<file path="config.mk">
export PLATFORM = sky130hd
export DESIGN_NAME = rot_carry_unit
export DESIGN_NICKNAME = d
export VERILOG_FILES = /design/src/rtl/rot_pkg.sv /design/src/rtl/rot_shift_core.sv /design/src/rtl/rot_flag_gen.sv /design/src/rtl/rot_out_stage.sv /design/src/rtl/rot_carry_unit.sv
export SDC_FILE = /design/constraint.sdc
export NUM_CORES = 1
export LEC_CHECK = 0
export BUFFER_PORTS_ARGS = -buffer_cell sky130_fd_sc_hd__buf_2
export CAP_MARGIN = 20
export CORE_MARGIN = 5
export CORE_UTILIZATION = 30
export DETAILED_ROUTE_END_ITERATION = 7
export PLACE_DENSITY = 0.6
export SLEW_MARGIN = 20
export SYNTH_ARGS = -nofsm -noshare
export SYNTH_HDL_FRONTEND = slang
export SYNTH_SLANG_ARGS = --single-unit
</file>
<file path="constraint.sdc">
create_clock -name clk -period 1.24 [get_ports clk]
set_input_delay 0.062 -clock clk [delete_from_list [all_inputs] [get_ports clk]]
set_output_delay 0.062 -clock clk [all_outputs]
set_load 0.02 [all_outputs]
</file>
<file path="src/rtl/rot_pkg.sv">
package rot_pkg;
  typedef enum logic {
    ROT_LEFT  = 1'b0,
    ROT_RIGHT = 1'b1
  } rot_dir_e;

  typedef struct packed {
    logic carry;
    logic neg;
    logic zero;
  } rot_flags_t;
endpackage

</file>
<file path="src/rtl/rot_shift_core.sv">
module rot_shift_core
  import rot_pkg::*;
#(
  parameter int unsigned WIDE_W   = 16,
  parameter int unsigned NARROW_W = 8
) (
  input  logic [WIDE_W-1:0] opnd,
  input  rot_dir_e          dir,
  input  logic              narrow,
  input  logic              cin,
  input  logic              keep_upper,
  output logic [WIDE_W-1:0] res,
  output logic              cout
);
  localparam int unsigned UP_W = WIDE_W - NARROW_W;

  logic [WIDE_W-1:0]   wide_res;
  logic                wide_co;
  logic [NARROW_W-1:0] lo_opnd;
  logic [NARROW_W-1:0] lo_res;
  logic                lo_co;
  logic [WIDE_W-1:0]   nar_full;

  // full-width ring: operand bits plus carry
  always_comb begin
    if (dir == ROT_RIGHT) begin
      wide_res = {cin, opnd[WIDE_W-1:1]};
      wide_co  = opnd[0];
    end else begin
      wide_res = {opnd[WIDE_W-2:0], cin};
      wide_co  = opnd[WIDE_W-1];
    end
  end

  // narrow ring on the low lane only
  assign lo_opnd = opnd[NARROW_W-1:0];
  always_comb begin
    if (dir == ROT_RIGHT) begin
      lo_res = {cin, lo_opnd[NARROW_W-1:1]};
      lo_co  = lo_opnd[0];
    end else begin
      lo_res = {lo_opnd[NARROW_W-2:0], cin};
      lo_co  = lo_opnd[NARROW_W-1];
    end
  end

  // upper lane: kept for an accumulator target, cleared otherwise
  generate
    if (UP_W > 0) begin : g_upper
      logic [UP_W-1:0] upper;
      assign upper    = keep_upper ? opnd[WIDE_W-1:NARROW_W] : '0;
      assign nar_full = {upper, lo_res};
    end else begin : g_no_upper
      logic unused_keep;
      assign unused_keep = keep_upper;
      assign nar_full    = lo_res;
    end
  endgenerate

  assign res  = narrow ? nar_full : wide_res;
  assign cout = narrow ? lo_co    : wide_co;
endmodule

</file>
<file path="src/rtl/rot_flag_gen.sv">
module rot_flag_gen #(
  parameter int unsigned WIDE_W   = 16,
  parameter int unsigned NARROW_W = 8
) (
  input  logic [WIDE_W-1:0] res,
  input  logic              narrow,
  output logic              neg,
  output logic              zero
);
  always_comb begin
    if (narrow) begin
      neg  = res[NARROW_W-1];
      zero = ~|res[NARROW_W-1:0];
    end else begin
      neg  = res[WIDE_W-1];
      zero = ~|res;
    end
  end
endmodule

</file>
<file path="src/rtl/rot_out_stage.sv">
module rot_out_stage
  import rot_pkg::*;
#(
  parameter int unsigned WIDE_W = 16
) (
  input  logic              clk,
  input  logic              rst_n,
  input  logic              in_valid,
  output logic              in_ready,
  input  logic [WIDE_W-1:0] d_res,
  input  rot_flags_t        d_flags,
  output logic              out_valid,
  input  logic              out_ready,
  output logic [WIDE_W-1:0] q_res,
  output rot_flags_t        q_flags
);
  logic accept;

  assign in_ready = !out_valid || out_ready;
  assign accept   = in_valid && in_ready;

  always_ff @(posedge clk) begin
    if (!rst_n) begin
      out_valid <= 1'b0;
      q_res     <= '0;
      q_flags   <= '0;
    end else begin
      if (accept) begin
        out_valid <= 1'b1;
        q_res     <= d_res;
        q_flags   <= d_flags;
      end else if (out_ready) begin
        out_valid <= 1'b0;
      end
    end
  end

  assert_ready_free_R8: assert property (@(posedge clk) disable iff (!rst_n)
    !out_valid |-> in_ready);

  assert_accept_shows_R8: assert property (@(posedge clk) disable iff (!rst_n)
    accept |=> out_valid);

  assert_stall_hold_R9: assert property (@(posedge clk) disable iff (!rst_n)
    (out_valid && !out_ready) |=> (out_valid && $stable(q_res) && $stable(q_flags)));

  assert_stall_blocks_R9: assert property (@(posedge clk) disable iff (!rst_n)
    (out_valid && !out_ready) |-> !in_ready);
endmodule

</file>
<file path="src/rtl/rot_carry_unit.sv">
module rot_carry_unit
  import rot_pkg::*;
#(
  parameter int unsigned WIDE_W   = 16,
  parameter int unsigned NARROW_W = 8
) (
  input  logic              clk,
  input  logic              rst_n,
  input  logic              in_valid,
  output logic              in_ready,
  input  logic [WIDE_W-1:0] in_operand,
  input  logic              in_dir,
  input  logic              in_narrow,
  input  logic              in_carry,
  input  logic              in_to_acc,
  output logic              out_valid,
  input  logic              out_ready,
  output logic [WIDE_W-1:0] out_result,
  output logic              out_carry,
  output logic              out_neg,
  output logic              out_zero
);
  logic [WIDE_W-1:0] rot_res;
  logic              rot_co;
  logic              flg_n;
  logic              flg_z;
  rot_flags_t        d_flags;
  rot_flags_t        q_flags;
  rot_dir_e          dir;

  assign dir = rot_dir_e'(in_dir);

  rot_shift_core #(.WIDE_W(WIDE_W), .NARROW_W(NARROW_W)) u_core (
    .opnd       (in_operand),
    .dir        (dir),
    .narrow     (in_narrow),
    .cin        (in_carry),
    .keep_upper (in_to_acc),
    .res        (rot_res),
    .cout       (rot_co)
  );

  rot_flag_gen #(.WIDE_W(WIDE_W), .NARROW_W(NARROW_W)) u_flags (
    .res    (rot_res),
    .narrow (in_narrow),
    .neg    (flg_n),
    .zero   (flg_z)
  );

  assign d_flags = '{carry: rot_co, neg: flg_n, zero: flg_z};

  rot_out_stage #(.WIDE_W(WIDE_W)) u_stage (
    .clk       (clk),
    .rst_n     (rst_n),
    .in_valid  (in_valid),
    .in_ready  (in_ready),
    .d_res     (rot_res),
    .d_flags   (d_flags),
    .out_valid (out_valid),
    .out_ready (out_ready),
    .q_res     (out_result),
    .q_flags   (q_flags)
  );

  assign out_carry = q_flags.carry;
  assign out_neg   = q_flags.neg;
  assign out_zero  = q_flags.zero;

  logic fire;
  assign fire = in_valid && in_ready;

  assert_left_carry_R1: assert property (@(posedge clk) disable iff (!rst_n)
    (fire && !in_dir && !in_narrow) |=> (out_carry == $past(in_operand[WIDE_W-1])));

  assert_left_carry_narrow_R1: assert property (@(posedge clk) disable iff (!rst_n)
    (fire && !in_dir && in_narrow) |=> (out_carry == $past(in_operand[NARROW_W-1])));

  assert_right_carry_R2: assert property (@(posedge clk) disable iff (!rst_n)
    (fire && in_dir) |=> (out_carry == $past(in_operand[0])));

  assert_keep_upper_R4: assert property (@(posedge clk) disable iff (!rst_n)
    (fire && in_narrow && in_to_acc) |=>
      (out_result[WIDE_W-1:NARROW_W] == $past(in_operand[WIDE_W-1:NARROW_W])));

  assert_clear_upper_R5: assert property (@(posedge clk) disable iff (!rst_n)
    (fire && in_narrow && !in_to_acc) |=> (out_result[WIDE_W-1:NARROW_W] == '0));

  assert_flags_exclusive_R6: assert property (@(posedge clk) disable iff (!rst_n)
    (out_valid && out_zero) |-> !out_neg);
endmodule

</file>
==> flow_summary.toml <==
[yosys]
synth_compound_area_share_pct = 23.4
synth_top_family_by_area = "compound AO/OA/AOI/OAI gates"
synth_area_um2 = 1100
ys_ff_latch = 20
synth_xor_xnor_area_share_pct = 0
syn_area_per_cell_um2 = 8.67
synthCells = 127
synth.net_count = 151
ys_seq_area_share_pct = 36.4
synth_adder_area_share_pct = 0
synth_cell_type_count = 22
synth-simple-area-share_pct = 17.6
yosysWarnings = 0
synthMuxAreaShare_pct = 16.4

[detailed_routing]
met1_length_um = 1330
drc = 0
dr.pass1.iters = 4
wl_met2_um = 1420
totalWireLength_um = 2960
drt-initial-drc-count = 44
highest_layer = "met4"
drt-vias-per-instance = 4.89
wl_per_cell_um = 13.4
vias = 1081
met3WireLength_um = 203
postRouteAntennaNets = 0

[grt]
grt_pass1_wl_um = 4850
grt_max_degree = 24
antenna_found_initial = 0
grt_usage_pct = 11.9
grt_pass1_vias = 1060
grt.overflow.total = 0

[placed_design]
place.gp.congestion = 0.810
dp.cells = 217
io_buffers = 44
dp_hpwl_um = 2350

[timing]
setup-violations-final = 0
worstMarginPinSlew_ns = 0.305
slew_headroom_pct = 79.7
fin_tns_setup_ns = 0
post-route-period-util_pct = 91.1
slew_violations = 0
period_minus_slack_ns = 1.13
fin_worst_skew_ns = 0.00405
hold_viol = 0
fin_hold_ws_ns = 0.0680
clock.fmax_mhz = 885

[setup_path]
crit_chain = "nand2b_4, nand2_1, a221oi_1, nor3b_2"
crit_arrival_ns = 1.27
required_ns = 1.38
cp-start-kind = "register"
crit_start = "u_stage.out_valid"
critPathMaxStageDelay_ns = 0.37
crit_family = "compound AO/OA/AOI/OAI gates"
worst-path-buf-inv = 0
cp-end-kind = "register"
cp.depth = 4
reg2reg_depth = 4
path_class = "reg -> reg"
slowest_stage = "a221oi_1"
r2r_start = "u_stage.out_valid"
path_max_fanout = 5

[cts]
post_cts_buffers = 0
numCtsBuffers = 3
ctsLongestPathBuffers = 2
tritoncts = "built"
clkSlewWorstSetupHoldPaths_ns = 0.08
cts_sinks = 20
clock_latency_ns = 0.26
htree_num_levels = 1
root_buffer = "clkbuf_8"

[cells_and_area]
final_common_cell = "buf_2"
fin_cells = 221
fin_util_pct = 41.3
layout_common_cells = "buf_2, nand2_1, dfxtp_1"
drive_gt1_share_pct = 35.3
area_growth_pct = 35.1
nNetsFinal = 198
antenna_cells = 0

[min_path]
worst_hold_path.num_cells = 3
hp-class = "in -> reg"
hp-start = "in_valid"

[power]
p_leak_nw = 0.751
ir_worst_vdd_mv = 0.623
p_per_area_nw_per_um2 = 1120

[floorplanning]
coreArea_um2 = 3610
start_util_pct = 30.5
die_area_um2 = 4980
ios = 45
die_h_um = 70.6
die_w_um = 70.6
num_rows = 22

[run_status]
status = "completed"

[flow_run]
maxCapViolations = 0
[cells by family (layout without fill, tap and decap cells)]
| family | after synthesis | count (layout) |
|---|---|---|
| and+or+nand+nor | 44 | 44 |
| buffers and inverters | 12 | 58 |
| AOI/OAI and AO/OA | 33 | 33 |
| DFF | 20 | 20 |
| muxes | 18 | 18 |
[routing by layer]
layer / up-vias / track usage [%]
met5: - / 0
met3: 2 / 4.69
met2: 39 / 19.3
met1: 499 / 15.2
met4: 0 / 2.09
li1: 541 / -
[where the power goes]
part | switching [mW] | leakage [nW] | internal (mW)
clock | 0.219 | 0.0339 | 0.350
sequential | 0.0202 | 0.165 | 0.683
combinational | 0.220 | 0.551 | 0.168
[synth_stat cells (all sizes together)]
cell	count	share of area [%]
nand2	29	9.9
dfxtp	20	36
mux2i	18	16
a21boi	11	7.5
o211a	7	6.4
o2bb2ai	7	5.6
buf	6	4.2
clkbuf	5	1.7
a21oi	4	1.8
and2	3	1.7
nor2	3	1.0
nor4	3	1.7
o21ai	3	1.4
nand3	2	0.91
a221oi	1	0.80
inv	1	0.34
nand2b	1	0.57
nor3	1	0.45
nor3b	1	0.68
or4	1	0.68
[final timing paths]
kind	endpoint	slack, ns
hold reg to reg	u_stage.q_res[11]	0.46
hold / removal	u_stage.out_valid	0.07
setup reg to reg	u_stage.q_flags[0]	0.11
setup / recovery	u_stage.q_flags[0]	0.11
[worst reg2reg max path, delay by kind of cell, from the launching register on]
kind,cells,cell delay [ns]
compound gates,1,0.37
simple gates,3,0.29
flops,1,0.35
[stage by stage]
stage	setup WS, ns	cell area (um2)	power [mW]
floorplan	0.00548	1110	0.952
global placement	-0.114	1410	1.10
detailed placement	-0.187	1410	1.10
CTS	0.0913	1470	1.68
global route	-0.0117	1490	1.75
finish	0.110	1490	1.66
[final cells by class]
class,count,area (um2)
clock buffer,4,66.3
tap,48,60.1
sequential,20,404
timing repair buffer,53,303
inverter,1,3.75
fill,387,2120
multi-input combinational,95,651
[flip-flops by register name (all words and copies together), names as in the netlist]
name / count
u_stage.out_valid: 1
u_stage.q_res: 16
u_stage.q_flags: 3
[what timing repair did]
action,CTS,global route
setup endpoints to repair,0,1
resized for setup,0,3
hold buffers,0,0
endpoints found under the hold margin,0,0
Power figures use the tool's default switching activity.
